$ cat src/rtl/tick_timer_pkg.sv
`timescale 1ns/1ps
// Package: shared register addresses and the control register layout for
// the wrapping timer. Assumes an 8-bit register port and a 2-bit address.
package tick_timer_pkg;

    localparam int unsigned REG_DATA_W = 8;
    localparam int unsigned REG_ADDR_W = 2;

    localparam logic [REG_ADDR_W-1:0] A_CNT_LO = 2'd0;
    localparam logic [REG_ADDR_W-1:0] A_CNT_HI = 2'd1;
    localparam logic [REG_ADDR_W-1:0] A_CTRL   = 2'd2;
    localparam logic [REG_ADDR_W-1:0] A_STAT   = 2'd3;

    localparam int unsigned CTRL_W = 6;

    // Control bits, MSB first: global enable down to timer-on.
    typedef struct packed {
        logic glb_en;
        logic per_en;
        logic ovf_ie;
        logic no_sync;
        logic src_ext;
        logic run;
    } tt_ctrl_t;

endpackage

$ cat src/rtl/tt_prescale.sv
`timescale 1ns/1ps
// Prescaler: issues a one-cycle tick every DIV system clocks while run_i is
// high. Restarts its phase whenever run_i is low, so the first tick comes
// DIV-1 cycles after run_i rises. Assumes DIV >= 2.
module tt_prescale #(
    parameter int unsigned DIV = 4
) (
    input  logic clk,
    input  logic rst_n,
    input  logic run_i,
    output logic tick_o
);
    localparam int unsigned PW = (DIV > 2) ? $clog2(DIV) : 1;
    localparam logic [PW-1:0] LAST = PW'(DIV - 1);

    logic [PW-1:0] phase_q;

    // Phase counter: counts 0..DIV-1 while running, held at zero otherwise.
    always_ff @(posedge clk) begin
        if (!rst_n || !run_i) begin
            phase_q <= '0;
        end else if (phase_q == LAST) begin
            phase_q <= '0;
        end else begin
            phase_q <= phase_q + 1'b1;
        end
    end

    // Tick output: high in the last phase of each period.
    always_comb begin
        tick_o = run_i && (phase_q == LAST);
    end
endmodule

$ cat src/rtl/tt_edge_sync.sv
`timescale 1ns/1ps
// External edge detector: a STAGES-deep synchronizer followed by one history
// flop. Emits a one-cycle pulse for each rising edge of async_i, seen in the
// clk domain. Assumes async_i stays high and low for more than STAGES+1
// system clocks.
module tt_edge_sync #(
    parameter int unsigned STAGES = 2
) (
    input  logic clk,
    input  logic rst_n,
    input  logic async_i,
    output logic rise_o
);
    logic [STAGES:0] chain_q;

    // Synchronizer chain: the first stage samples the asynchronous input.
    always_ff @(posedge clk) begin
        if (!rst_n) begin
            chain_q[0] <= 1'b0;
        end else begin
            chain_q[0] <= async_i;
        end
    end

    // Remaining stages and the history flop, one per generate step.
    for (genvar g = 1; g <= STAGES; g++) begin : g_stage
        always_ff @(posedge clk) begin
            if (!rst_n) begin
                chain_q[g] <= 1'b0;
            end else begin
                chain_q[g] <= chain_q[g-1];
            end
        end
    end

    // Rising edge: synchronized level high, history low.
    always_comb begin
        rise_o = chain_q[STAGES-1] && !chain_q[STAGES];
    end
endmodule

$ cat src/rtl/tt_counter.sv
`timescale 1ns/1ps
// Count register with byte loads. Priority is: byte write, then clear, then
// increment. Reports a wrap only when an increment from the top value is
// actually taken. Assumes the caller has already qualified clr_i by mode.
module tt_counter #(
    parameter int unsigned DATA_W = 8
) (
    input  logic                  clk,
    input  logic                  rst_n,
    input  logic                  inc_i,
    input  logic                  clr_i,
    input  logic                  wr_lo_i,
    input  logic                  wr_hi_i,
    input  logic [DATA_W-1:0]     wdata_i,
    output logic [2*DATA_W-1:0]   cnt_o,
    output logic                  wrap_o
);
    localparam int unsigned CNT_W = 2 * DATA_W;
    localparam logic [CNT_W-1:0] TOP = '1;

    logic [CNT_W-1:0] cnt_q;
    logic             any_wr;

    // Write detect: either byte write blocks clear and increment.
    always_comb begin
        any_wr = wr_lo_i || wr_hi_i;
    end

    // Count update in priority order.
    always_ff @(posedge clk) begin
        if (!rst_n) begin
            cnt_q <= '0;
        end else if (any_wr) begin
            if (wr_lo_i) begin
                cnt_q[DATA_W-1:0] <= wdata_i;
            end
            if (wr_hi_i) begin
                cnt_q[CNT_W-1:DATA_W] <= wdata_i;
            end
        end else if (clr_i) begin
            cnt_q <= '0;
        end else if (inc_i) begin
            cnt_q <= cnt_q + 1'b1;
        end
    end

    // Wrap pulse: an increment is taken at the top value.
    always_comb begin
        wrap_o = inc_i && !clr_i && !any_wr && (cnt_q == TOP);
    end

    assign cnt_o = cnt_q;
endmodule

$ cat src/rtl/tt_irq_gate.sv
`timescale 1ns/1ps
// Overflow flag and request gating. A wrap sets the flag and wins over a
// same-cycle status write. The interrupt needs all four enables; the wake
// request needs sleep and three enables, and ignores the global enable.
module tt_irq_gate
    import tick_timer_pkg::*;
(
    input  logic     clk,
    input  logic     rst_n,
    input  logic     wrap_i,
    input  logic     stat_wr_i,
    input  logic     stat_bit_i,
    input  tt_ctrl_t ctrl_i,
    input  logic     sleep_i,
    output logic     flag_o,
    output logic     irq_o,
    output logic     wake_o
);
    logic flag_q;
    logic local_en;

    // Sticky flag: set on wrap, otherwise loaded only by a status write.
    always_ff @(posedge clk) begin
        if (!rst_n) begin
            flag_q <= 1'b0;
        end else if (wrap_i) begin
            flag_q <= 1'b1;
        end else if (stat_wr_i) begin
            flag_q <= stat_bit_i;
        end
    end

    // Enable chain shared by the interrupt and wake paths.
    always_comb begin
        local_en = flag_q && ctrl_i.run && ctrl_i.ovf_ie && ctrl_i.per_en;
    end

    // Outputs: the interrupt adds the global enable, wake adds sleep.
    always_comb begin
        irq_o  = local_en && ctrl_i.glb_en;
        wake_o = local_en && sleep_i;
    end

    assign flag_o = flag_q;
endmodule

$ cat src/rtl/tick_timer16.sv
`timescale 1ns/1ps
// Top level of the wrapping timer. Decodes the register port, holds the
// control register, picks the count source and gates it by sleep, and
// qualifies the external clear. Assumes a single clock domain apart from
// ext_clk, which is synchronized inside.
module tick_timer16
    import tick_timer_pkg::*;
#(
    parameter int unsigned DATA_W   = REG_DATA_W,
    parameter int unsigned PRE_DIV  = 4,
    parameter int unsigned SYNC_STG = 2
) (
    input  logic                  clk,
    input  logic                  rst_n,
    input  logic                  wr_en,
    input  logic [REG_ADDR_W-1:0] wr_addr,
    input  logic [DATA_W-1:0]     wr_data,
    input  logic [REG_ADDR_W-1:0] rd_addr,
    output logic [DATA_W-1:0]     rd_data,
    input  logic                  ext_clk,
    input  logic                  clr_pulse,
    input  logic                  sleep,
    output logic                  irq,
    output logic                  wake
);
    localparam int unsigned CNT_W = 2 * DATA_W;

    tt_ctrl_t         ctrl_q;
    logic [CNT_W-1:0] cnt_q;
    logic             flag_q;
    logic             wr_lo, wr_hi, wr_ctrl, wr_stat;
    logic             tick4, ext_rise, src_ok, cnt_inc, clr_ok, wrap;

    // Write decode: one strobe per register.
    always_comb begin
        wr_lo   = wr_en && (wr_addr == A_CNT_LO);
        wr_hi   = wr_en && (wr_addr == A_CNT_HI);
        wr_ctrl = wr_en && (wr_addr == A_CTRL);
        wr_stat = wr_en && (wr_addr == A_STAT);
    end

    // Control register: low CTRL_W bits of the data byte.
    always_ff @(posedge clk) begin
        if (!rst_n) begin
            ctrl_q <= '0;
        end else if (wr_ctrl) begin
            ctrl_q <= tt_ctrl_t'(wr_data[CTRL_W-1:0]);
        end
    end

    // Divide-by-PRE_DIV tick for the system-tick source.
    tt_prescale #(.DIV(PRE_DIV)) u_pre (
        .clk    (clk),
        .rst_n  (rst_n),
        .run_i  (ctrl_q.run && !ctrl_q.src_ext),
        .tick_o (tick4)
    );

    // External edge detection in the system clock domain.
    tt_edge_sync #(.STAGES(SYNC_STG)) u_ext (
        .clk     (clk),
        .rst_n   (rst_n),
        .async_i (ext_clk),
        .rise_o  (ext_rise)
    );

    // Count enable: the timer is on, and sleep allows only unsynchronized external mode.
    always_comb begin
        src_ok  = ctrl_q.src_ext ? ext_rise : tick4;
        cnt_inc = ctrl_q.run && src_ok &&
                  (!sleep || (ctrl_q.src_ext && ctrl_q.no_sync));
    end

    // Clear qualification: synchronous tick mode only.
    always_comb begin
        clr_ok = clr_pulse && !ctrl_q.src_ext && !ctrl_q.no_sync;
    end

    // Count register with write-over-clear arbitration.
    tt_counter #(.DATA_W(DATA_W)) u_cnt (
        .clk     (clk),
        .rst_n   (rst_n),
        .inc_i   (cnt_inc),
        .clr_i   (clr_ok),
        .wr_lo_i (wr_lo),
        .wr_hi_i (wr_hi),
        .wdata_i (wr_data),
        .cnt_o   (cnt_q),
        .wrap_o  (wrap)
    );

    // Flag, interrupt and wake gating.
    tt_irq_gate u_gate (
        .clk        (clk),
        .rst_n      (rst_n),
        .wrap_i     (wrap),
        .stat_wr_i  (wr_stat),
        .stat_bit_i (wr_data[0]),
        .ctrl_i     (ctrl_q),
        .sleep_i    (sleep),
        .flag_o     (flag_q),
        .irq_o      (irq),
        .wake_o     (wake)
    );

    // Read mux: count bytes, control and status.
    always_comb begin
        rd_data = '0;
        case (rd_addr)
            A_CNT_LO: rd_data = cnt_q[DATA_W-1:0];
            A_CNT_HI: rd_data = cnt_q[CNT_W-1:DATA_W];
            A_CTRL:   rd_data = DATA_W'(ctrl_q);
            default:  rd_data = DATA_W'(flag_q);
        endcase
    end
endmodule

$ cat config.mk
export PLATFORM = sky130hd
export DESIGN_NAME = tick_timer16
export DESIGN_NICKNAME = d
export VERILOG_FILES = /design/src/rtl/tick_timer_pkg.sv /design/src/rtl/tt_prescale.sv /design/src/rtl/tt_edge_sync.sv /design/src/rtl/tt_counter.sv /design/src/rtl/tt_irq_gate.sv /design/src/rtl/tick_timer16.sv
export SDC_FILE = /design/constraint.sdc
export NUM_CORES = 1
export LEC_CHECK = 0
export BUFFER_PORTS_ARGS = -buffer_cell sky130_fd_sc_hd__buf_2
export CORE_AREA = 3 3 81 83
export DETAILED_ROUTE_END_ITERATION = 8
export DIE_AREA = 0 0 84 86
export PLACE_DENSITY = 0.56
export RECOVER_POWER = 25
export REMOVE_ABC_BUFFERS = 1
export SLEW_MARGIN = 15
export SYNTH_ARGS = -nofsm -noshare
export SYNTH_HDL_FRONTEND = slang
export SYNTH_SLANG_ARGS = --single-unit
$ cat constraint.sdc
create_clock -name clk -period 2.75 [get_ports clk]
set_input_delay 0.4125 -clock clk [delete_from_list [all_inputs] [get_ports clk]]
set_output_delay 0.4125 -clock clk [all_outputs]
set_load 0.1 [all_outputs]
==> implementation parameters, run 1 <==
Parameter                              Value

Outcome
  Outcome ... finished, final reports clean

Critical path
  Worst path max stage delay ... about 470 ps
  Max stage delay cell, worst path ... sky130_fd_sc_hd__buf_2
  Worst setup EP type ... output port
  Signal arrival time at the worst endpoint ... ~1600 ps
  Critical path's most frequent cell ... sky130_fd_sc_hd__buf_2
  Critical path startpoint category ... primary input
  Maximum net fanout on the critical path ... 9
  Worst path cell trace ... buf_2 -> nor2b_1 -> nand2_1 -> o21ai_0 -> buf_2
  Length in cells of the worst reg-to-reg path ... 6
  Critical path required time ... ~2300 ps
  Type of the setup path with the least slack ... in2out

Logic synthesis
  Share of flip-flops with an asynchronous set or reset ... 0
  Multiplexer share of the synthesized area ... 0.1001
  Combinational family with the most area after synthesis ... simple AND/OR/NAND/NOR gates
  Synthesized-area fraction occupied by ao, oa, aoi and oai cells ... 0.2536
  Register area share after synthesis ... 0.3228
  Area share of and/or/nand/nor cells after synthesis ... 0.2565
  Total number of yosys warnings ... 0
  Post-synth design cell area ... 0.001737 mm2
  EDFF count, synth ... 0
  Predominant post-synthesis flop cell ... sky130_fd_sc_hd__dfxtp_1
  Post-Synth XOR/XNOR Area ... 0.005043
  Per-instance average area after synthesis ... ~8.2 um2
  Unique cell type count in the Yosys netlist ... 53
  Adder-cell share of the synthesized area ... 0.01441
  Number of cells produced by synthesis ... approximately 210
  Total of flip-flops plus latches after synthesis ... 28

Timing
  Max Clock Freq ... around 490 MHz
  Final count of hold timing violations ... 0
  Shortest clock period the worst path allows after layout ... slightly above 2000 ps
  Worst Clk Skew ... between 5 and 6 ps
  Tightest hold margin ... roughly 330 ps
  Max Transition Viols Final ... 0
  Final period utilization ... 0.7376
  Final setup fails ... 0
  Worst slew slack as a fraction of its limit ... 0.4695
  Worst-margin pin slew ... roughly 790 ps
  Unrepaired setup endpoints after global routing ... false
  Worst setup margin ... between 700 and 800 ps

Placed design
  Count of buffers from port buffering ... 27
  Placement-stage cell area ... ~0.0019 mm2
  Worst slack, placed ... 707.6 ps
  Number of placed cells counting well taps ... 307
  Routability congestion estimate from global placement ... a little under 0.9
  Detailed placement HPWL ... between 3000 and 4000 um

Job
  Count of max-cap constraint violations ... 0

Die
  Core ar. ... 0.005921 mm2
  Horizontal extent of the die ... around 84 um
  Height of the die ... between 80 and 90 um
  Placement row count ... 28
  Num ports ... 28
  Die Outline Area ... ~0.0072 mm2
  Effective utilization at floorplan ... 0.2933

Clock tree
  Maximum buffer depth of the clock tree ... 2
  Maximum level of the CTS H-tree ... 1
  TritonCTS clock tree ... done
  Clock-pin slew of the registers on the worst-case setup and hold paths ... 100 ps
  Clock buffers created by TritonCTS ... 3
  Total of hold buffers inserted after clock tree synthesis ... 0
  Buffer cell driving the clock tree root ... sky130_fd_sc_hd__clkbuf_8
  Latest clock arrival within the worst-skew pair ... 290 ps
  Cells resized by post-CTS repair ... 0
  Post CTS Setup Buffer Count ... 0
  Number of sinks on the clock net ... 28

Layout
  Post-route insts no fill ... 311
  Commonest non-fill, non-tap cells in the layout ... sky130_fd_sc_hd__dfxtp_1 (28), sky130_fd_sc_hd__buf_2 (26), sky130_fd_sc_hd__nand2_1 (24), sky130_fd_sc_hd__nor2_1 (20), sky130_fd_sc_hd__a21oi_1 (15)
  Fraction of layout cells with a size suffix above 1 ... 0.2161
  Most common library cell in the layout ignoring fill and taps ... sky130_fd_sc_hd__dfxtp_1
  Antenna Cells ... 0
  Relative area change from synthesis to final layout ... 15.92%
  NumNets Final ... ~260
  Non-Filler Cell Area, Final ... ~0.0020 mm2

Global routing
  Global route overflow ... 0
  Global-route wire length before repair ... approximately 8000 um
  Most crowded layer after global routing ... met2
  GRT met1 Usage ... 0.1925
  Number of antenna violations at the first check in global routing ... 0
  Pin count of the biggest net entering global routing ... 22
  Met3 track utilization from global routing ... 0.02305
  Total routing resource utilization after global routing ... 0.1393
  Via count of the first global-routing pass ... approximately 1,600
  Met2 track demand over resource ... 0.2242

Worst hold path
  Min-Delay Path Depth ... 2
  Type of the tightest min-delay check ... in2reg

Detailed routing
  Wire length after detailed routing ... 4928 um
  Drt wl/cell ... around 16 um
  Vias per std cell ... 5.373
  Antenna-violating nets left ... 0
  # DRC ... 0
  Total via count after detailed routing ... about 1,700
  First-pass detailed-route iteration total ... 4
  DRC marker count from the first detailed-route iteration ... 168

Power
  Leakage power of the design ... 0.7955 nW
  Total power of the final layout ... 0.0009630 W
  Maximum ir drop on the vdd rail ... roughly 0.22 mV
  Cell area power density ... around 480 mW/mm2
-- state kept, by name, indices dropped and copies added, names as in the netlist --
signal,flops
u_pre.phase_q,2
ctrl_q,6
u_ext.chain_q,3
u_cnt.cnt_o,16
u_gate.flag_o,1
-- synthesized netlist by cell type (all sizes together) (2+ instances only) --
| cell | instances | area share |
|---|---|---|
| nand2 | 24 | 0.052 |
| nand4 | 5 | 0.018 |
| and2 | 5 | 0.018 |
| clkbuf | 6 | 0.013 |
| o22ai | 2 | 0.0072 |
| o32ai | 4 | 0.033 |
| buf | 5 | 0.022 |
| o21a | 2 | 0.0086 |
| nand3b | 2 | 0.0086 |
| o31ai | 2 | 0.0086 |
| or2 | 2 | 0.0072 |
| nor2b | 5 | 0.019 |
| a221oi | 3 | 0.029 |
| nand2b | 4 | 0.014 |
| inv | 6 | 0.013 |
| a21oi | 16 | 0.048 |
| nor3 | 4 | 0.014 |
| nand3 | 10 | 0.029 |
| mux2i | 14 | 0.081 |
| o21ai | 13 | 0.040 |
| o41ai | 2 | 0.010 |
| a21o | 4 | 0.017 |
| dfxtp | 28 | 0.32 |
| nor2 | 22 | 0.050 |
| ha | 2 | 0.014 |
| a31oi | 3 | 0.011 |
-- cells by family after synthesis --
kind of cell               count (synthesis)
AOI/OAI and AO/OA                         58
xor gates and xnor gates                   1
adders and majority gates                  2
buffers and inverters                     17
DFF                                       28
muxes                                     16
and+or+nand+nor                           89
-- final timing paths --
path,start,end,slack [ps]
max,rd_addr[0],rd_data[1],720
min,ext_clk,u_ext.chain_q[0],330
max reg2reg,u_cnt.cnt_o[0],u_cnt.cnt_o[14],860
min reg2reg,u_pre.phase_q[0],u_pre.phase_q[0],430
-- metrics by stage --
| step | utilization | setup TNS (ps) |
|---|---|---|
| 2_1_floorplan | - | -1420 |
| 3_3_place_gp | 0.3282 | 0 |
| 3_5_place_dp | 0.3282 | 0 |
| 4_1_cts | 0.3402 | 0 |
| 5_1_grt | 0.3400 | 0 |
| 6_report | 0.3400 | 0 |
-- worst max-delay path: cells and delay by family --
kind | cells | cell delay (ps)
AOI/OAI and AO/OA | 1 | 100
buffers and inverters | 2 | 670
and+or+nand+nor | 2 | 420
-- report_power, final --
group / internal (W) / switching [W] / total, W
clock: 0.000195 / 0.000140 / 0.000335
sequential: 0.000422 / 0.0000202 / 0.000442
combinational: 0.0000633 / 0.000123 / 0.000186
total: 0.000680 / 0.000283 / 0.000963
-- per-layer routing --
| layer | vias up | wire length [um] |
|---|---|---|
| li1 | 824 | - |
| met1 | 809 | 2347 |
| met2 | 33 | 2283 |
| met3 | 5 | 235 |
| met4 | 0 | 61 |
| met5 | - | 0 |
-- layout make-up --
cell class                      instances  area [um2]
Multi-Input combinational cell        166        1094
Tap cell                               75       93.84
Inverter                                6       22.52
Sequential cell                        28       560.5
Clock buffer                            3       41.29
Fill cell                             635        3908
Clock inverter                          1       30.03
Timing Repair Buffer                   32       171.4
(Power assumes the default switching activity.)
==> run 2: changes to the inputs <==
--- a/config.mk
+++ b/config.mk
@@ -9,7 +9,7 @@
 export CORE_AREA = 3 3 81 83
 export DETAILED_ROUTE_END_ITERATION = 8
 export DIE_AREA = 0 0 84 86
-export PLACE_DENSITY = 0.56
+export PLACE_DENSITY = 0.58
 export RECOVER_POWER = 25
 export REMOVE_ABC_BUFFERS = 1
 export SLEW_MARGIN = 15
==> constraint.sdc (replaced) <==
create_clock -name clk -period 1.8 [get_ports clk]
set_input_delay 0.27 -clock clk [delete_from_list [all_inputs] [get_ports clk]]
set_output_delay 0.27 -clock clk [all_outputs]
set_load 0.1 [all_outputs]
==> implementation parameters, run 2 (same netlist as run 1, synthesis figures left out) <==
Parameter                              Value

Detailed routing
  Total via count after detailed routing ... around 1,700
  Drt wl/cell ... approximately 16 um
  DRC marker count from the first detailed-route iteration ... approximately 170
  First-pass detailed-route iteration total ... 4
  Antenna-violating nets left ... 0
  Wire length after detailed routing ... ~5200 um
  # DRC ... 0
  Vias per std cell ... about 5.3

Timing
  Final setup fails ... 0
  Max Transition Viols Final ... 0
  Max Clock Freq ... about 580 MHz
  Worst-margin pin slew ... 488.3 ps
  Worst slew slack as a fraction of its limit ... 0.6767
  Final period utilization ... 0.9661
  Final count of hold timing violations ... 0
  Shortest clock period the worst path allows after layout ... approximately 1700 ps
  Unrepaired setup endpoints after global routing ... true
  Worst Clk Skew ... roughly 5.2 ps
  Worst setup margin ... roughly 61 ps
  Tightest hold margin ... 193.1 ps

Clock tree
  Clock buffers created by TritonCTS ... 3
  Maximum buffer depth of the clock tree ... 2
  Buffer cell driving the clock tree root ... sky130_fd_sc_hd__clkbuf_8
  Clock-pin slew of the registers on the worst-case setup and hold paths ... roughly 100 ps
  Maximum level of the CTS H-tree ... 1
  Latest clock arrival within the worst-skew pair ... between 200 and 300 ps
  Number of sinks on the clock net ... 28
  TritonCTS clock tree ... done

Global routing
  Number of antenna violations at the first check in global routing ... 0
  Global-route wire length before repair ... between 8000 and 9000 um
  Via count of the first global-routing pass ... 1,616
  Pin count of the biggest net entering global routing ... 17
  Total routing resource utilization after global routing ... 0.1448
  Global route overflow ... 0

Layout
  Number of flip-flops under the largest register name ... 16
  Post-layout utilization of the core ... 0.3787
  Most common library cell in the layout ignoring fill and taps ... sky130_fd_sc_hd__dfxtp_1
  Commonest non-fill, non-tap cells in the layout ... sky130_fd_sc_hd__dfxtp_1 (28), sky130_fd_sc_hd__nand2_1 (24), sky130_fd_sc_hd__nor2_1 (20), sky130_fd_sc_hd__buf_2 (20), sky130_fd_sc_hd__buf_4 (20)
  Post-route insts no fill ... between 300 and 400
  Fraction of layout cells with a size suffix above 1 ... 0.2669
  NumNets Final ... roughly 270
  Fillers ... 606
  Relative area change from synthesis to final layout ... 29.11%
  Antenna Cells ... 0

Placed design
  Routability congestion estimate from global placement ... ~0.9
  Number of placed cells counting well taps ... 320
  Worst slack, placed ... roughly 45 ps
  Detailed placement HPWL ... roughly 4000 um
  Count of buffers from port buffering ... 27

Critical path
  Maximum net fanout on the critical path ... 5
  Reg-to-reg startpoint ... u_cnt.cnt_o[0]
  Worst setup startpoint ... u_cnt.cnt_o[8]
  Reg2Reg Capture Point ... u_cnt.cnt_o[14]
  Type of the setup path with the least slack ... reg2out
  Length in cells of the worst reg-to-reg path ... 6
  Signal arrival time at the worst endpoint ... 1470 ps
  Critical path required time ... roughly 1500 ps
  Critical path startpoint category ... flip-flop
  Worst-case register-to-register setup slack ... around 90 ps
  Crit path capture ... rd_data[0]
  Worst setup EP type ... output port

Die
  Height of the die ... about 86 um
  Core ar. ... a little under 0.006 mm2
  Placement row count ... 28
  Horizontal extent of the die ... between 80 and 90 um
  Effective utilization at floorplan ... 0.2933
  Die Outline Area ... roughly 0.0072 mm2
  Num ports ... 28

Power
  Sequential power share ... 0.441
  Combinational fraction of design power ... 0.228
  Internal power ... between 0.001 and 0.0015 W
  Fraction of power spent switching nets ... 0.2887
  Maximum ir drop on the vdd rail ... ~0.42 mV
  Total power of the final layout ... about 0.0015 W
  Leakage power of the design ... approximately 0.90 nW
  Net switching power ... approximately 0.00044 W
  Clock share of power ... 0.331
  Cell area power density ... between 600 and 700 mW/mm2

Job
  Count of max-cap constraint violations ... 0

Worst hold path
  Type of the tightest min-delay check ... in2reg

Outcome
  Outcome ... finished, final reports clean
[run 2: power by group through the flow]
stage          clock (W)  sequential [W]  combinational, W
5_1_grt         0.000542        0.000672          0.000370
3_3_place_gp           0        0.000682          0.000333
6_report        0.000501        0.000668          0.000345
2_1_floorplan          0        0.000678          0.000192
4_1_cts         0.000515        0.000668          0.000335
3_5_place_dp           0        0.000682          0.000334
[run 2: worst min-delay path by stage]
| stage | from | to | cells past startpoint |
|---|---|---|---|
| final | ext_clk | u_ext.chain_q[0] | 2 |
| after floorplan | rst_n | u_ext.chain_q[0] | 1 |
| after global placement | u_pre.phase_q[0] | u_pre.phase_q[0] | 1 |
| after detailed placement | u_pre.phase_q[0] | u_pre.phase_q[0] | 1 |
| after global routing | ext_clk | u_ext.chain_q[0] | 2 |
| after CTS | ext_clk | u_ext.chain_q[0] | 2 |
[run 2: what timing repair did]
action | CTS | global route
hold buffers | 0 | 0
gates resized for setup | 0 | 6
setup buffers | 0 | 2
setup endpoints to repair | 0 | 13
[run 2: area by class of cell]
class | count | area [um2] | area share
well taps | 75 | 93.84 | 0.04185
flip-flops and latches | 28 | 560.5 | 0.2500
clock buffers | 3 | 41.29 | 0.01842
clock inverters | 1 | 30.03 | 0.01339
multi-input cells | 166 | 1120 | 0.4994
repair buffers | 47 | 374.1 | 0.1669
inverters | 6 | 22.52 | 0.01004
[run 2: routing by layer]
metal  vias to the layer above  wire length [um]  share of wire  GRT usage
li1                        851                 -              -          -
met2                        61              2378           0.46     0.2292
met4                         0                87          0.017    0.04386
met1                       813              2409           0.46     0.2051
met3                         8               324          0.062    0.01921
met5                         -                 0              0          0
[run 2: metrics by stage]
stage	instance area (um2)	setup TNS, ps
finish	2242	0
global placement	2128	0
CTS	2200	0
detailed placement	2128	0
floorplan	1677	-5918
global route	2242	-99.64
[run 2: critical path, cell delays in order, from the launching register on]
cell and delay [ps]:
sky130_fd_sc_hd__dfxtp_1 340, sky130_fd_sc_hd__buf_4 160, sky130_fd_sc_hd__mux4_2 450, sky130_fd_sc_hd__buf_4 250
